**src/rtl/mbus_pkg.sv**
```systemverilog
package mbus_pkg;
  typedef enum logic [2:0] {
    ST_IDLE = 3'd0,
    ST_T1   = 3'd1,
    ST_T2   = 3'd2,
    ST_T3   = 3'd3,
    ST_T4   = 3'd4
  } bus_phase_e;

  function automatic logic in_data_phase(input bus_phase_e p);
    return (p == ST_T2) || (p == ST_T3) || (p == ST_T4);
  endfunction

  function automatic logic in_strobe_phase(input bus_phase_e p);
    return (p == ST_T2) || (p == ST_T3);
  endfunction
endpackage

```
**src/rtl/mbus_fsm.sv**
```systemverilog
module mbus_fsm
  import mbus_pkg::*;
(
  input  logic       clk,
  input  logic       rst_n,
  input  logic       req_valid,
  output bus_phase_e phase,
  output logic       req_ready,
  output logic       accept
);
  bus_phase_e phase_q, phase_d;

  assign req_ready = (phase_q == ST_IDLE) || (phase_q == ST_T4);
  assign accept    = req_ready && req_valid;
  assign phase     = phase_q;

  always_comb begin
    phase_d = phase_q;
    case (phase_q)
      ST_IDLE: if (accept) phase_d = ST_T1;
      ST_T1:   phase_d = ST_T2;
      ST_T2:   phase_d = ST_T3;
      ST_T3:   phase_d = ST_T4;
      ST_T4:   phase_d = accept ? ST_T1 : ST_IDLE;
      default: phase_d = ST_IDLE;
    endcase
  end

  always_ff @(posedge clk or negedge rst_n) begin
    if (!rst_n) phase_q <= ST_IDLE;
    else        phase_q <= phase_d;
  end

  assert_t1_to_t2_R1: assert property (@(posedge clk) disable iff (!rst_n)
    phase_q == ST_T1 |=> phase_q == ST_T2);
  assert_t2_to_t3_R1: assert property (@(posedge clk) disable iff (!rst_n)
    phase_q == ST_T2 |=> phase_q == ST_T3);
  assert_t3_to_t4_R1: assert property (@(posedge clk) disable iff (!rst_n)
    phase_q == ST_T3 |=> phase_q == ST_T4);
  assert_chain_R8: assert property (@(posedge clk) disable iff (!rst_n)
    (phase_q == ST_T4 && req_valid) |=> phase_q == ST_T1);
  assert_to_idle_R8: assert property (@(posedge clk) disable iff (!rst_n)
    (phase_q == ST_T4 && !req_valid) |=> phase_q == ST_IDLE);
  assert_no_mid_accept_R7: assert property (@(posedge clk) disable iff (!rst_n)
    (phase_q == ST_T2 || phase_q == ST_T3) |=> phase_q != ST_T1);
endmodule

```
**src/rtl/mbus_datapath.sv**
```systemverilog
module mbus_datapath
  import mbus_pkg::*;
#(
  parameter int ADDR_W = 20,
  parameter int DATA_W = 16
) (
  input  logic              clk,
  input  logic              rst_n,
  input  bus_phase_e        phase,
  input  logic              accept,
  input  logic              req_write,
  input  logic [ADDR_W-1:0] req_addr,
  input  logic [DATA_W-1:0] req_wdata,
  input  logic [DATA_W-1:0] ad_in,
  output logic [DATA_W-1:0] ad_out,
  output logic              ad_oe,
  output logic [ADDR_W-DATA_W-1:0] addr_hi,
  output logic              ale,
  output logic              rd_strobe,
  output logic              wr_strobe,
  output logic              xcvr_en,
  output logic              rsp_done,
  output logic [DATA_W-1:0] rsp_rdata
);
  localparam int HI_W = ADDR_W - DATA_W;

  logic              wr_q;
  logic [ADDR_W-1:0] addr_q;
  logic [DATA_W-1:0] wdata_q;
  logic [DATA_W-1:0] rdata_q;
  logic              data_ph;
  logic              strobe_ph;
  logic              rd_capture;

  // request capture, enabled by acceptance
  always_ff @(posedge clk or negedge rst_n) begin
    if (!rst_n) begin
      wr_q    <= 1'b0;
      addr_q  <= '0;
      wdata_q <= '0;
    end else if (accept) begin
      wr_q    <= req_write;
      addr_q  <= req_addr;
      wdata_q <= req_wdata;
    end
  end

  // read data capture on the edge leaving T3
  assign rd_capture = (phase == ST_T3) && !wr_q;

  always_ff @(posedge clk or negedge rst_n) begin
    if (!rst_n)          rdata_q <= '0;
    else if (rd_capture) rdata_q <= ad_in;
  end

  always_comb begin
    data_ph   = in_data_phase(phase);
    strobe_ph = in_strobe_phase(phase);
    ale       = (phase == ST_T1);
    xcvr_en   = data_ph;
    rd_strobe = strobe_ph && !wr_q;
    wr_strobe = strobe_ph && wr_q;
    rsp_done  = (phase == ST_T4);
    ad_oe     = ale || (data_ph && wr_q);
    ad_out    = '0;
    addr_hi   = '0;
    if (ale) begin
      ad_out  = addr_q[DATA_W-1:0];
      addr_hi = addr_q[ADDR_W-1:DATA_W];
    end else if (data_ph && wr_q) begin
      ad_out  = wdata_q;
    end
  end

  assign rsp_rdata = rdata_q;

  assert_ale_one_cycle_R2: assert property (@(posedge clk) disable iff (!rst_n)
    ale |=> (!ale && xcvr_en));
  assert_read_released_R5: assert property (@(posedge clk) disable iff (!rst_n)
    rd_strobe |-> !ad_oe);
  assert_strobes_exclusive_R4: assert property (@(posedge clk) disable iff (!rst_n)
    !(rd_strobe && wr_strobe));
  assert_wdata_stable_R4: assert property (@(posedge clk) disable iff (!rst_n)
    (wr_strobe && $past(wr_strobe)) |-> $stable(ad_out));
  assert_done_single_R6: assert property (@(posedge clk) disable iff (!rst_n)
    rsp_done |=> !rsp_done);
  assert_hi_only_t1_R2: assert property (@(posedge clk) disable iff (!rst_n)
    !ale |-> (addr_hi == {HI_W{1'b0}}));
endmodule

```
**src/rtl/mbus_sequencer.sv**
```systemverilog
module mbus_sequencer
  import mbus_pkg::*;
#(
  parameter int ADDR_W = 20,
  parameter int DATA_W = 16
) (
  input  logic                     clk,
  input  logic                     rst_n,
  input  logic                     req_valid,
  input  logic                     req_write,
  input  logic [ADDR_W-1:0]        req_addr,
  input  logic [DATA_W-1:0]        req_wdata,
  output logic                     req_ready,
  output logic [DATA_W-1:0]        ad_out,
  output logic                     ad_oe,
  input  logic [DATA_W-1:0]        ad_in,
  output logic [ADDR_W-DATA_W-1:0] addr_hi,
  output logic                     ale,
  output logic                     rd_strobe,
  output logic                     wr_strobe,
  output logic                     xcvr_en,
  output logic                     rsp_done,
  output logic [DATA_W-1:0]        rsp_rdata
);
  bus_phase_e phase;
  logic       accept;

  mbus_fsm u_fsm (
    .clk       (clk),
    .rst_n     (rst_n),
    .req_valid (req_valid),
    .phase     (phase),
    .req_ready (req_ready),
    .accept    (accept)
  );

  mbus_datapath #(.ADDR_W(ADDR_W), .DATA_W(DATA_W)) u_dp (
    .clk       (clk),
    .rst_n     (rst_n),
    .phase     (phase),
    .accept    (accept),
    .req_write (req_write),
    .req_addr  (req_addr),
    .req_wdata (req_wdata),
    .ad_in     (ad_in),
    .ad_out    (ad_out),
    .ad_oe     (ad_oe),
    .addr_hi   (addr_hi),
    .ale       (ale),
    .rd_strobe (rd_strobe),
    .wr_strobe (wr_strobe),
    .xcvr_en   (xcvr_en),
    .rsp_done  (rsp_done),
    .rsp_rdata (rsp_rdata)
  );
endmodule

```
**config.mk**
```make
export PLATFORM = sky130hd
export DESIGN_NAME = mbus_sequencer
export DESIGN_NICKNAME = d
export VERILOG_FILES = /design/src/rtl/mbus_pkg.sv /design/src/rtl/mbus_fsm.sv /design/src/rtl/mbus_datapath.sv /design/src/rtl/mbus_sequencer.sv
export SDC_FILE = /design/constraint.sdc
export NUM_CORES = 1
export LEC_CHECK = 0
export BUFFER_PORTS_ARGS = -buffer_cell sky130_fd_sc_hd__buf_2
export CAP_MARGIN = 20
export CORE_UTILIZATION = 30
export DETAILED_ROUTE_END_ITERATION = 16
export PLACE_DENSITY = 0.63
export SETUP_SLACK_MARGIN = 0.4
export SYNTH_ARGS = -nofsm -noshare
export SYNTH_HDL_FRONTEND = slang
export SYNTH_SLANG_ARGS = --single-unit
```
**constraint.sdc**
```tcl
create_clock -name clk -period 1.42 [get_ports clk]
set_input_delay 0.284 -clock clk [delete_from_list [all_inputs] [get_ports clk]]
set_output_delay 0.284 -clock clk [all_outputs]
set_load 0.005 [all_outputs]
```
==> impl_metrics.sql <==
INSERT INTO impl_metrics (metric_group, metric, value, unit) VALUES
('finish', 'antenna_cells', '0', ''),
('min_path', 'hold_path.startpoint', 'req_wdata[14]', ''),
('setup_path', 'critPathMaxStageDelay', '0.47', 'ns'),
('sta', 'drv_slew', '0', ''),
('setup_path', 'critical_path.endpoint_type', 'output pin', ''),
('clock_network', 'cts_buffers', '5', ''),
('sta', 'setup_repair_after_global_routing_missed_its_margin', 'yes', ''),
('setup_path', 'critical_path.n_buffers_inverters', '2', ''),
('clock_network', 'cts_tree', 'done', ''),
('clock_network', 'htree_num_levels', '2', ''),
('yosys', 'ys_async_sr_fraction', '100.0', '%'),
('yosys', 'synth_area', '2770', 'sq um'),
('power', 'total_power', '8268', 'uW'),
('min_path', 'worstHoldPathCells', '2', ''),
('min_path', 'hold-path-endpoint', 'u_dp.wdata_q[14]', ''),
('drt', 'ant_nets', '0', ''),
('sta', 'finalWorstSetupSlack', '-0.4377', 'ns'),
('sta', 'report.final.setup_viol', '80', ''),
('grt', 'gr_overflow_total', '0', ''),
('yosys', 'synth_commonest_cells', 'sky130_fd_sc_hd__dfrtp_1, sky130_fd_sc_hd__mux2_1, sky130_fd_sc_hd__nor4bb_1', ''),
('sta', 'worst_rel_slew_slack', '80.09', '%'),
('min_path', 'hold_path.class', 'primary input to flop', ''),
('die', 'start_util', '31.31', '%'),
('setup_path', 'crit_family', 'flip-flops', ''),
('yosys', 'synthDominantCellAreaShare', '50.59', '%'),
('grt', 'grt_pass1_wl', '10860', 'um'),
('drt', 'first_pass_iters', '12', ''),
('setup_path', 'r2r_setup_slack', '-0.20', 'ns'),
('placed_design', 'gp_routability_congestion', '0.7599', ''),
('sta', 'final-hold-violation-count', '0', ''),
('clock_network', 'clk_transition_reported_paths', '0.10', 'ns'),
('yosys', 'yosysMostFrequentCell', 'sky130_fd_sc_hd__dfrtp_1', ''),
('setup_path', 'regToRegStartpoint', 'u_fsm.phase[2]', ''),
('sta', 'timing.final.crit_period', '1.858', 'ns'),
('yosys', 'synth_area_leader_cell', 'sky130_fd_sc_hd__dfrtp_1', ''),
('drt', 'drcViolationCount', '3', ''),
('setup_path', 'timing.critical_path.depth', '4', ''),
('setup_path', 'r2r-end', 'u_dp.rsp_rdata[10]', ''),
('placed_design', 'place.detailed.hpwl', '4684', 'um'),
('run_status', 'violations', 'design-rule violations, negative setup slack', ''),
('setup_path', 'worstPathMaxFanout', '10', ''),
('yosys', 'sequential_to_total_area_share_from_yosys_stat', '50.59', '%'),
('finish', 'flow.area_growth_from_synthesis', '38.93', '%'),
('grt', 'grt_max_degree', '57', ''),
('setup_path', 'worst_ep_required_time', '1.14', 'ns'),
('drt', 'route.final.wire_length', '6726', 'um'),
('clock_network', 'clock_latency_on_the_worst_skew_pair', '0.30', 'ns'),
('yosys', 'number_of_enable_type_register_cells_in_the_synthesized_netlist', '0', ''),
('setup_path', 'path_cells', 'nor4bb_4 -> buf_6 -> a211o_1 -> buf_2', ''),
('yosys', 'synthesis.yosys.warnings', '0', ''),
('grt', 'antenna_found_initial', '0', ''),
('power', 'ir_drop', '689.3', 'uV'),
('die', 'fp.dieW', '98.09', 'um'),
('drt', 'routedWlPerCell', '15.79', 'um'),
('drt', 'detailedRoute.firstIterationViolations', '73', ''),
('finish', 'post_route_cells_drive_above_1_share', '53.46', '%'),
('setup_path', 'cpMaxStageDelayCell', 'sky130_fd_sc_hd__dfrtp_2', ''),
('die', 'core_region_area', '8848', 'sq um'),
('yosys', 'ys_dominant_reg_cell', 'sky130_fd_sc_hd__dfrtp_1', ''),
('die', 'ioPinCount', '99', ''),
('yosys', 'number_of_unique_standard_cell_types_used_by_synthesis', '22', ''),
('power', 'powerDensity', '2148', 'nW/um^2'),
('yosys', 'syn-num-nets', '255', ''),
('setup_path', 'start_kind', 'flop', ''),
('drt', 'post_drt_via_cell_ratio', '4.824', ''),
('finish', 'final_net_count', '375', ''),
('run_status', 'outcome', 'finished with violations', ''),
('die', 'chipHeight', '98.09', 'um'),
('die', 'fp.dieArea', '9622', 'sq um'),
('clock_network', 'clk_path_buf_depth', '2', ''),
('setup_path', 'critPathArrivalTime', '1.57', 'ns');
-- cell families after synthesis --
family / Yosys count / synth area share [%]
simple gates: 49 / 15.81
xor+xnor: 1 / 0.3162
flops: 56 / 50.59
compound gates: 18 / 5.510
buf+inv: 21 / 4.516
mux: 54 / 23.26
-- cells in the final DEF, fill, tap and decap left out --
| cell type | synthesis | final |
|---|---|---|
| sky130_fd_sc_hd__mux2_4 | 10 | 16 |
| sky130_fd_sc_hd__nor3b_2 | 1 | 2 |
| sky130_fd_sc_hd__and3b_1 | 1 | 1 |
| sky130_fd_sc_hd__and2_1 | 4 | 4 |
| sky130_fd_sc_hd__dfrtp_2 | 0 | 4 |
| sky130_fd_sc_hd__nor4bb_4 | 0 | 2 |
| sky130_fd_sc_hd__nor4bb_1 | 17 | 12 |
| sky130_fd_sc_hd__nand2b_4 | 0 | 1 |
| sky130_fd_sc_hd__a21oi_2 | 0 | 1 |
| sky130_fd_sc_hd__buf_4 | 3 | 20 |
| sky130_fd_sc_hd__mux2i_1 | 1 | 1 |
| sky130_fd_sc_hd__xnor2_1 | 1 | 1 |
| sky130_fd_sc_hd__a211o_1 | 16 | 16 |
| sky130_fd_sc_hd__nor3b_4 | 0 | 1 |
| sky130_fd_sc_hd__buf_12 | 0 | 4 |
| sky130_fd_sc_hd__buf_6 | 4 | 9 |
| sky130_fd_sc_hd__dlygate4sd3_1 | 0 | 1 |
| sky130_fd_sc_hd__bufinv_16 | 0 | 1 |
| sky130_fd_sc_hd__dfrtp_1 | 56 | 52 |
| sky130_fd_sc_hd__nor2_2 | 0 | 1 |
| sky130_fd_sc_hd__inv_1 | 1 | 1 |
| sky130_fd_sc_hd__nor4bb_2 | 0 | 3 |
| sky130_fd_sc_hd__nor2_1 | 4 | 3 |
| sky130_fd_sc_hd__o21bai_1 | 1 | 1 |
| sky130_fd_sc_hd__nand2b_1 | 3 | 2 |
| sky130_fd_sc_hd__buf_2 | 4 | 98 |
| sky130_fd_sc_hd__buf_16 | 0 | 1 |
| sky130_fd_sc_hd__and4b_1 | 16 | 16 |
| sky130_fd_sc_hd__clkbuf_8 | 0 | 5 |
| sky130_fd_sc_hd__and4bb_2 | 0 | 1 |
| sky130_fd_sc_hd__mux2_1 | 43 | 37 |
-- report_power, final --
group / internal, uW / switching (uW)
Sequential: 2420 / 546
Combinational: 2630 / 1670
Clock: 508 / 496
-- state kept, by name, summed over array words and instances (netlist names) --
register / count
u_dp.wdata_q: 16
u_dp.addr_q: 20
u_fsm.phase: 3
u_dp.wr_q: 1
u_dp.rsp_rdata: 16
-- per-layer routing --
layer,routed length [um],up-vias,GRT usage [%]
met5,0,-,0
met4,75,0,5.245
met3,226,4,2.219
met2,3364,44,24.97
met1,3059,1028,18.60
li1,-,979,-
-- worst max-delay path by stage --
stage                         from               to  slack, ns
global route        u_fsm.phase[1]       addr_hi[2]      -0.52
floorplan           u_fsm.phase[1]       ad_out[10]       0.03
global placement    u_fsm.phase[1]   u_dp.addr_q[4]      -0.15
CTS                 u_fsm.phase[1]            ad_oe      -0.47
finish              u_fsm.phase[1]       ad_out[11]      -0.44
detailed placement  u_fsm.phase[1]  u_dp.wdata_q[7]      -0.20
-- metrics by stage --
| stage | worst slack [ns] | setup TNS [ns] | hold slack (ns) | instance area, sq um | std cells |
|---|---|---|---|---|---|
| after detailed placement | -0.1969 | -10.56 | 0.3145 | 3536 | 406 |
| after CTS | -0.4652 | -21.03 | 0.1698 | 3720 | 416 |
| after global routing | -0.5215 | -24.47 | 0.1775 | 3849 | 426 |
| final | -0.4377 | -18.96 | 0.1864 | 3849 | 426 |
| after floorplan | 0.02752 | 0 | -0.01159 | 2843 | 199 |
| after global placement | -0.1508 | -9.405 | 0.3076 | 3536 | 406 |
-- layout make-up --
cell class,count,area [sq um]
inverters,1,3.754
flip-flops and latches,56,1406
repair buffers,133,859.6
clock inverters,1,30.03
clock buffers,5,68.82
well taps,108,135.1
fillers,852,5000
multi-input cells,122,1345
-- timing repair --
item,4_1_cts,5_1_grt
hold endpoints to repair,56,0
buffers inserted,2,10
pin swaps,1,6
hold buffers,1,0
endpoints found under the setup margin,97,97
gates resized for setup,12,11
cloned,1,0
No activity file was read; power rests on OpenSTA's default activity.
